==> src/rtl/ccg_pkg.sv <==
package ccg_pkg;

  localparam int unsigned CCG_PW = 4;
  localparam int unsigned CCG_MW = 8;

  // First-stage factor actually applied: zero is raised to one.
  function automatic int unsigned eff_p(int unsigned p);
    return (p == 0) ? 1 : p;
  endfunction

  // High time actually applied: always leaves at least one low cycle.
  function automatic int unsigned eff_h(int unsigned h, int unsigned pe);
    return (h >= pe) ? pe - 1 : h;
  endfunction

endpackage

==> src/rtl/ccg_stage1.sv <==
module ccg_stage1 #(
  parameter int unsigned PW = ccg_pkg::CCG_PW
) (
  input  logic          clk,
  input  logic          rst_n,
  input  logic          apply_i,
  input  logic [PW-1:0] p_i,
  input  logic [PW-1:0] h_i,
  output logic          lvl_o,
  output logic          end_o
);

  logic [PW-1:0] phase_q;

  always_ff @(posedge clk) begin
    if (!rst_n || apply_i) phase_q <= '0;
    else if (phase_q == p_i) phase_q <= '0;
    else phase_q <= phase_q + 1'b1;
  end

  assign lvl_o = (phase_q <= h_i);
  assign end_o = (phase_q == p_i);


  phase_range_chk: assert property (@(posedge clk) disable iff (!rst_n)
    phase_q <= p_i);


  period_end_low_chk: assert property (@(posedge clk) disable iff (!rst_n)
    end_o |-> !lvl_o);

endmodule

==> src/rtl/ccg_div2m.sv <==
module ccg_div2m #(
  parameter int unsigned MW = ccg_pkg::CCG_MW
) (
  input  logic          clk,
  input  logic          rst_n,
  input  logic          apply_i,
  input  logic [MW-1:0] m_i,
  input  logic          s1_lvl_i,
  input  logic          s1_end_i,
  output logic          lvl_o
);

  logic [MW-1:0] per_q;
  logic          tog_q;
  logic          bypass;

  assign bypass = (m_i == '0);

  always_ff @(posedge clk) begin
    if (!rst_n || apply_i) begin
      per_q <= '0;
      tog_q <= 1'b0;
    end else if (s1_end_i && !bypass) begin
      if (per_q == MW'(m_i - 1'b1)) begin
        per_q <= '0;
        tog_q <= ~tog_q;
      end else begin
        per_q <= per_q + 1'b1;
      end
    end
  end

  assign lvl_o = bypass ? s1_lvl_i : tog_q;


  toggle_at_boundary_chk: assert property (@(posedge clk) disable iff (!rst_n)
    !$stable(tog_q) |-> $past(s1_end_i || apply_i));

endmodule

==> src/rtl/ccg_cgate.sv <==
module ccg_cgate (
  input  logic clk,
  input  logic rst_n,
  input  logic src_lvl_i,
  input  logic en_i,
  input  logic lp_i,
  input  logic idle_i,
  output logic clk_o
);

  logic open_q;

  always_ff @(posedge clk) begin
    if (!rst_n) begin
      open_q <= 1'b0;
      clk_o  <= 1'b0;
    end else begin
      if (!src_lvl_i) open_q <= en_i & ~(lp_i & idle_i);
      clk_o <= src_lvl_i & open_q;
    end
  end


  gate_hold_chk: assert property (@(posedge clk) disable iff (!rst_n)
    (src_lvl_i && $past(src_lvl_i)) |-> $stable(open_q));


  no_clip_chk: assert property (@(posedge clk) disable iff (!rst_n)
    ($past(clk_o) && $past(src_lvl_i) && src_lvl_i) |=> clk_o);

endmodule

==> src/rtl/cardclk_gen.sv <==
module cardclk_gen #(
  parameter int unsigned PW    = ccg_pkg::CCG_PW,
  parameter int unsigned MW    = ccg_pkg::CCG_MW,
  parameter int unsigned NDIV  = 4,
  parameter int unsigned NCARD = 2,
  localparam int unsigned SW   = (NDIV > 1) ? $clog2(NDIV) : 1
) (
  input  logic                  clk,
  input  logic                  rst_n,
  input  logic                  upd_valid,
  output logic                  upd_ready,
  input  logic [PW-1:0]         cfg_p,
  input  logic [PW-1:0]         cfg_h,
  input  logic [NDIV*MW-1:0]    cfg_m,
  input  logic [NCARD*SW-1:0]   cfg_src,
  input  logic [NCARD-1:0]      cfg_en,
  input  logic [NCARD-1:0]      cfg_lp,
  input  logic                  bus_idle,
  output logic [NCARD-1:0]      card_clk
);

  logic                       acc;
  logic [PW-1:0]              act_p, act_h;
  logic [NDIV-1:0][MW-1:0]    act_m;
  logic [NCARD-1:0][SW-1:0]   act_src;
  logic [NCARD-1:0]           act_en, act_lp;
  logic                       ready_q;
  logic                       s1_lvl, s1_end;
  logic [NDIV-1:0]            div_lvl;
  logic [NCARD-1:0]           card_src_lvl;
  int unsigned                new_p;

  assign acc       = upd_valid & ready_q;
  assign upd_ready = ready_q;
  assign new_p     = ccg_pkg::eff_p(int'(cfg_p));

  always_ff @(posedge clk) begin
    if (!rst_n) begin
      ready_q <= 1'b1;
      act_p   <= PW'(3);
      act_h   <= PW'(1);
      act_m   <= '0;
      act_en  <= '0;
      act_lp  <= '0;
      for (int c = 0; c < NCARD; c++) act_src[c] <= SW'(c % NDIV);
    end else begin
      ready_q <= ~acc;
      if (acc) begin
        act_p  <= PW'(new_p);
        act_h  <= PW'(ccg_pkg::eff_h(int'(cfg_h), new_p));
        act_en <= cfg_en;
        act_lp <= cfg_lp;
        for (int d = 0; d < NDIV; d++) act_m[d] <= cfg_m[d*MW +: MW];
        for (int c = 0; c < NCARD; c++) act_src[c] <= cfg_src[c*SW +: SW];
      end
    end
  end

  ccg_stage1 #(.PW(PW)) stage1_i (
    .clk(clk), .rst_n(rst_n), .apply_i(acc),
    .p_i(act_p), .h_i(act_h), .lvl_o(s1_lvl), .end_o(s1_end)
  );

  for (genvar d = 0; d < NDIV; d++) begin : g_div
    ccg_div2m #(.MW(MW)) div_i (
      .clk(clk), .rst_n(rst_n), .apply_i(acc), .m_i(act_m[d]),
      .s1_lvl_i(s1_lvl), .s1_end_i(s1_end), .lvl_o(div_lvl[d])
    );
  end

  for (genvar c = 0; c < NCARD; c++) begin : g_card
    assign card_src_lvl[c] = div_lvl[act_src[c]];
    ccg_cgate gate_i (
      .clk(clk), .rst_n(rst_n), .src_lvl_i(card_src_lvl[c]),
      .en_i(act_en[c]), .lp_i(act_lp[c]), .idle_i(bus_idle),
      .clk_o(card_clk[c])
    );
  end


  ready_drop_chk: assert property (@(posedge clk) disable iff (!rst_n)
    acc |=> !upd_ready);


  ready_back_chk: assert property (@(posedge clk) disable iff (!rst_n)
    !upd_ready |=> upd_ready);


  shadow_hold_chk: assert property (@(posedge clk) disable iff (!rst_n)
    !acc |=> ($stable(act_p) && $stable(act_h) && $stable(act_m)
              && $stable(act_src) && $stable(act_en) && $stable(act_lp)));

endmodule

==> config.mk <==
export PLATFORM = sky130hd
export DESIGN_NAME = cardclk_gen
export DESIGN_NICKNAME = d
export VERILOG_FILES = /design/src/rtl/ccg_pkg.sv /design/src/rtl/ccg_stage1.sv /design/src/rtl/ccg_div2m.sv /design/src/rtl/ccg_cgate.sv /design/src/rtl/cardclk_gen.sv
export SDC_FILE = /design/constraint.sdc
export NUM_CORES = 1
export LEC_CHECK = 0
export ABC_CLOCK_PERIOD_IN_PS = 3200
export BUFFER_PORTS_ARGS = -buffer_cell sky130_fd_sc_hd__buf_2
export CAP_MARGIN = 20
export CORE_UTILIZATION = 40
export CTS_BUF_LIST = sky130_fd_sc_hd__clkbuf_16
export CTS_CLUSTER_DIAMETER = 80
export DETAILED_ROUTE_END_ITERATION = 8
export PLACE_DENSITY_LB_ADDON = 0.1
export SETUP_SLACK_MARGIN = 0.02
export SYNTH_ARGS = -nofsm -noshare
export SYNTH_HDL_FRONTEND = slang
export SYNTH_SLANG_ARGS = --single-unit
export TNS_END_PERCENT = 1
==> constraint.sdc <==
create_clock -name clk -period 3.2 [get_ports clk]
set_clock_uncertainty 0.2 [all_clocks]
set_input_delay 0.16 -clock clk [delete_from_list [all_inputs] [get_ports clk]]
set_output_delay 0.16 -clock clk [all_outputs]
set_load 0.005 [all_outputs]
==> metrics.csv <==
metric,value,unit
critPathMaxFanout,8,
grt_pass1_wl,18020,um
final_common_cell,dfxtp_1,
htree_num_levels,3,
clock_sinks,93,
cap_violations,0,
tritoncts.num_buffers,9,
rsz0062_at_grt,false,
clk_latency,0.34,ns
instances_no_fill,779,
synth_ff_type,dfxtp_1,
yosysUniqueCellTypes,50,
dieArea,12250,sq um
hpwl,7545,um
hp-class,in -> reg,
rrSetupSlack,0.30,ns
cts_resized,0,
r2r-end,g_div[0].div_i.per_q[6],
die_x,110.7,um
ys_warn_count,0,
hold_viol,0,
min_period,2.903,ns
io_buffers,54,
grt_max_degree,39,
die_h,110.7,um
nNetsFinal,702,
clock.fmax,344.5,MHz
viasPerCell,5.159,
fin_crit_sh,0.9072,
drive_gt1_frac,0.1258,
cp-end-kind,flop,
yosysSeqAreaShare,0.3942,
slew_viol_final,0,
ir_worst_vdd,0.3384,mV
cp-start-kind,flop,
netlist_area,4723,sq um
powerDensity,478.4,nW/um^2
cts_root_buf,clkbuf_16,
drt-total-wl,10690,um
layout_common_cells,"93 x dfxtp_1, 54 x nor2_1, 54 x buf_2",
place.gp.congestion,0.8371,
groute.usage.overall,0.1826,
setup_viol,0,
cts.clk_slew.worst_paths,0.07,ns
rows,39,
coreArea,11470,sq um
initialDrtViolationCount,147,
n_antenna_cell,0,
crit_arrival,2.91,ns
async_flop_share,0,
ys_ff_latch,93,
drtAntennaViolNets,0,
grt_overflow,0,
start_util,0.4119,
synth_edf_count,0,
worstSetupEndpoint,g_div[0].div_i.per_q[6],
outcome,finished clean,
antenna_found_initial,0,
synth_top_area_cell,dfxtp_1,
worstReg2RegStart,act_m[0],
tightest_slew,0.7795,ns
syn_to_final_growth,25.80,%
syn_inst,533,
max_slew_margin,0.4755,
worst-setup-path-type,reg -> reg,
p_leak,2.373,nW
syn_avg_cell_area,8.862,sq um
clockBufferDepth,2,
yosysTopAreaCellShare,0.3942,
synth_nets,603,
dpl.cell_count,714,
first_pass_iters,4,
post-route-drc-count,0,
r2r_cells,6,
vias,4019,
setup-tns-final,0,ns
synth_area_leaders,"dfxtp_1 39%, xnor2_1 7.2%, a22o_1 5.7%",
post_drt_wl_per_cell,13.72,um
cts_tree,built,
num_io_pins,55,
grt_pass1_vias,3883,
cp.required,3.21,ns
startpoint,act_m[0],
cell usage after synthesis, types with 2 or more instances:
library cell,n
and2_1,7
o21ai_0,24
nor4_1,4
a21o_1,2
xor2_1,31
xnor2_1,39
o21a_1,2
clkbuf_1,18
dfxtp_1,93
or3_1,8
nand2_1,40
o211ai_1,2
or4_1,3
nor2_1,54
nand2b_1,8
nor3b_1,2
nor2b_1,5
a22o_1,31
and3_1,4
o21bai_1,2
a211oi_1,5
o21ai_1,4
mux4_2,2
a31oi_1,4
o211a_1,2
o31ai_1,2
nand4_1,13
o22ai_1,3
and3b_1,2
buf_4,2
mux2i_1,16
a21oi_1,18
nand3_1,12
nor3_1,16
inv_1,21
ha_1,18
per-layer routing:
metal | global-route usage | part of all wire | up-vias | wire length (um)
met4 | 0.06222 | 0.012 | 0 | 133
met2 | 0.2986 | 0.46 | 52 | 4872
met3 | 0.04265 | 0.028 | 11 | 303
li1 | - | - | 2076 | -
met5 | 0 | 0 | - | 0
met1 | 0.2361 | 0.50 | 1880 | 5380
final cells by class:
cell class / instances / area [sq um]
clock buffer: 9 / 225.2
clock inverter: 6 / 96.34
fill: 1068 / 5525
inverter: 21 / 78.83
multi-input combinational: 397 / 2685
sequential: 93 / 1862
tap: 143 / 178.9
timing repair buffer: 110 / 815.8
how the worst min path moves through the flow:
stage / slack [ns] / from / end / cells after the start
6_report: 0.18 / upd_valid / act_m[0] / 4
5_1_grt: 0.19 / upd_valid / g_div[1].div_i.tog_q / 4
4_1_cts: 0.16 / upd_valid / g_div[0].div_i.tog_q / 4
3_5_place_dp: 0.16 / cfg_m[0] / act_m[0] / 3
3_3_place_gp: 0.16 / cfg_m[1] / act_m[1] / 3
2_1_floorplan: 0.07 / cfg_m[0] / act_m[0] / 2
sequential cells by signal, summed over array words and instances, names as in the netlist:
signal and count:
act_m 32, act_src 4, act_h 4, g_card.gate_i.clk_o 2, g_card.gate_i.open_q 2, act_lp 2, act_en 2, g_div.div_i.per_q 32
act_p 4, g_div.div_i.tog_q 4, upd_ready 1, stage1_i.phase_q 4
where the power goes:
part	switching [mW]	total, mW	internal (mW)
clock network	0.463	1.15	0.689
logic	0.211	0.439	0.228
registers	0.0487	1.25	1.20
total	0.723	2.84	2.12
kinds of logic (layout without fill, tap and decap cells):
kind of cell,after synthesis,count (layout),share of synthesized area
AO/OA/AOI/OAI,106,106,0.1534
flip-flops,93,93,0.3942
AND/OR/NAND/NOR,185,185,0.1942
XOR/XNOR,70,70,0.1298
buffers and inverters,43,146,0.03735
multiplexers,18,18,0.04344
adder cells (fa/ha/maj),18,18,0.04768
critical path, stage by stage (launching register included):
cell	delay [ns]
dfxtp_1	0.35
or4_4	0.55
or4_1	0.47
a2111oi_0	0.37
o21ai_0	0.18
o21ai_1	0.53
nor2_1	0.12
through the flow:
stage	hold WS (ns)	util	cell area, sq um	worst slack, ns	power [mW]
2_1_floorplan	0.06862	-	4723	0.6288	1.553
3_3_place_gp	0.1621	0.4465	5120	0.3906	1.660
3_5_place_dp	0.1626	0.4465	5120	0.3108	1.669
4_1_cts	0.1605	0.5182	5942	0.2831	2.887
5_1_grt	0.1887	0.5182	5942	0.05012	2.983
6_report	0.1771	0.5182	5942	0.2969	2.842
repair_timing:
action	in CTS	in global routing
hold buffers	50	0
hold endpoints to repair	52	0
buffers inserted	0	0
endpoints found under the setup margin	0	0
Note: power is estimated with default switching activity, not from simulation.
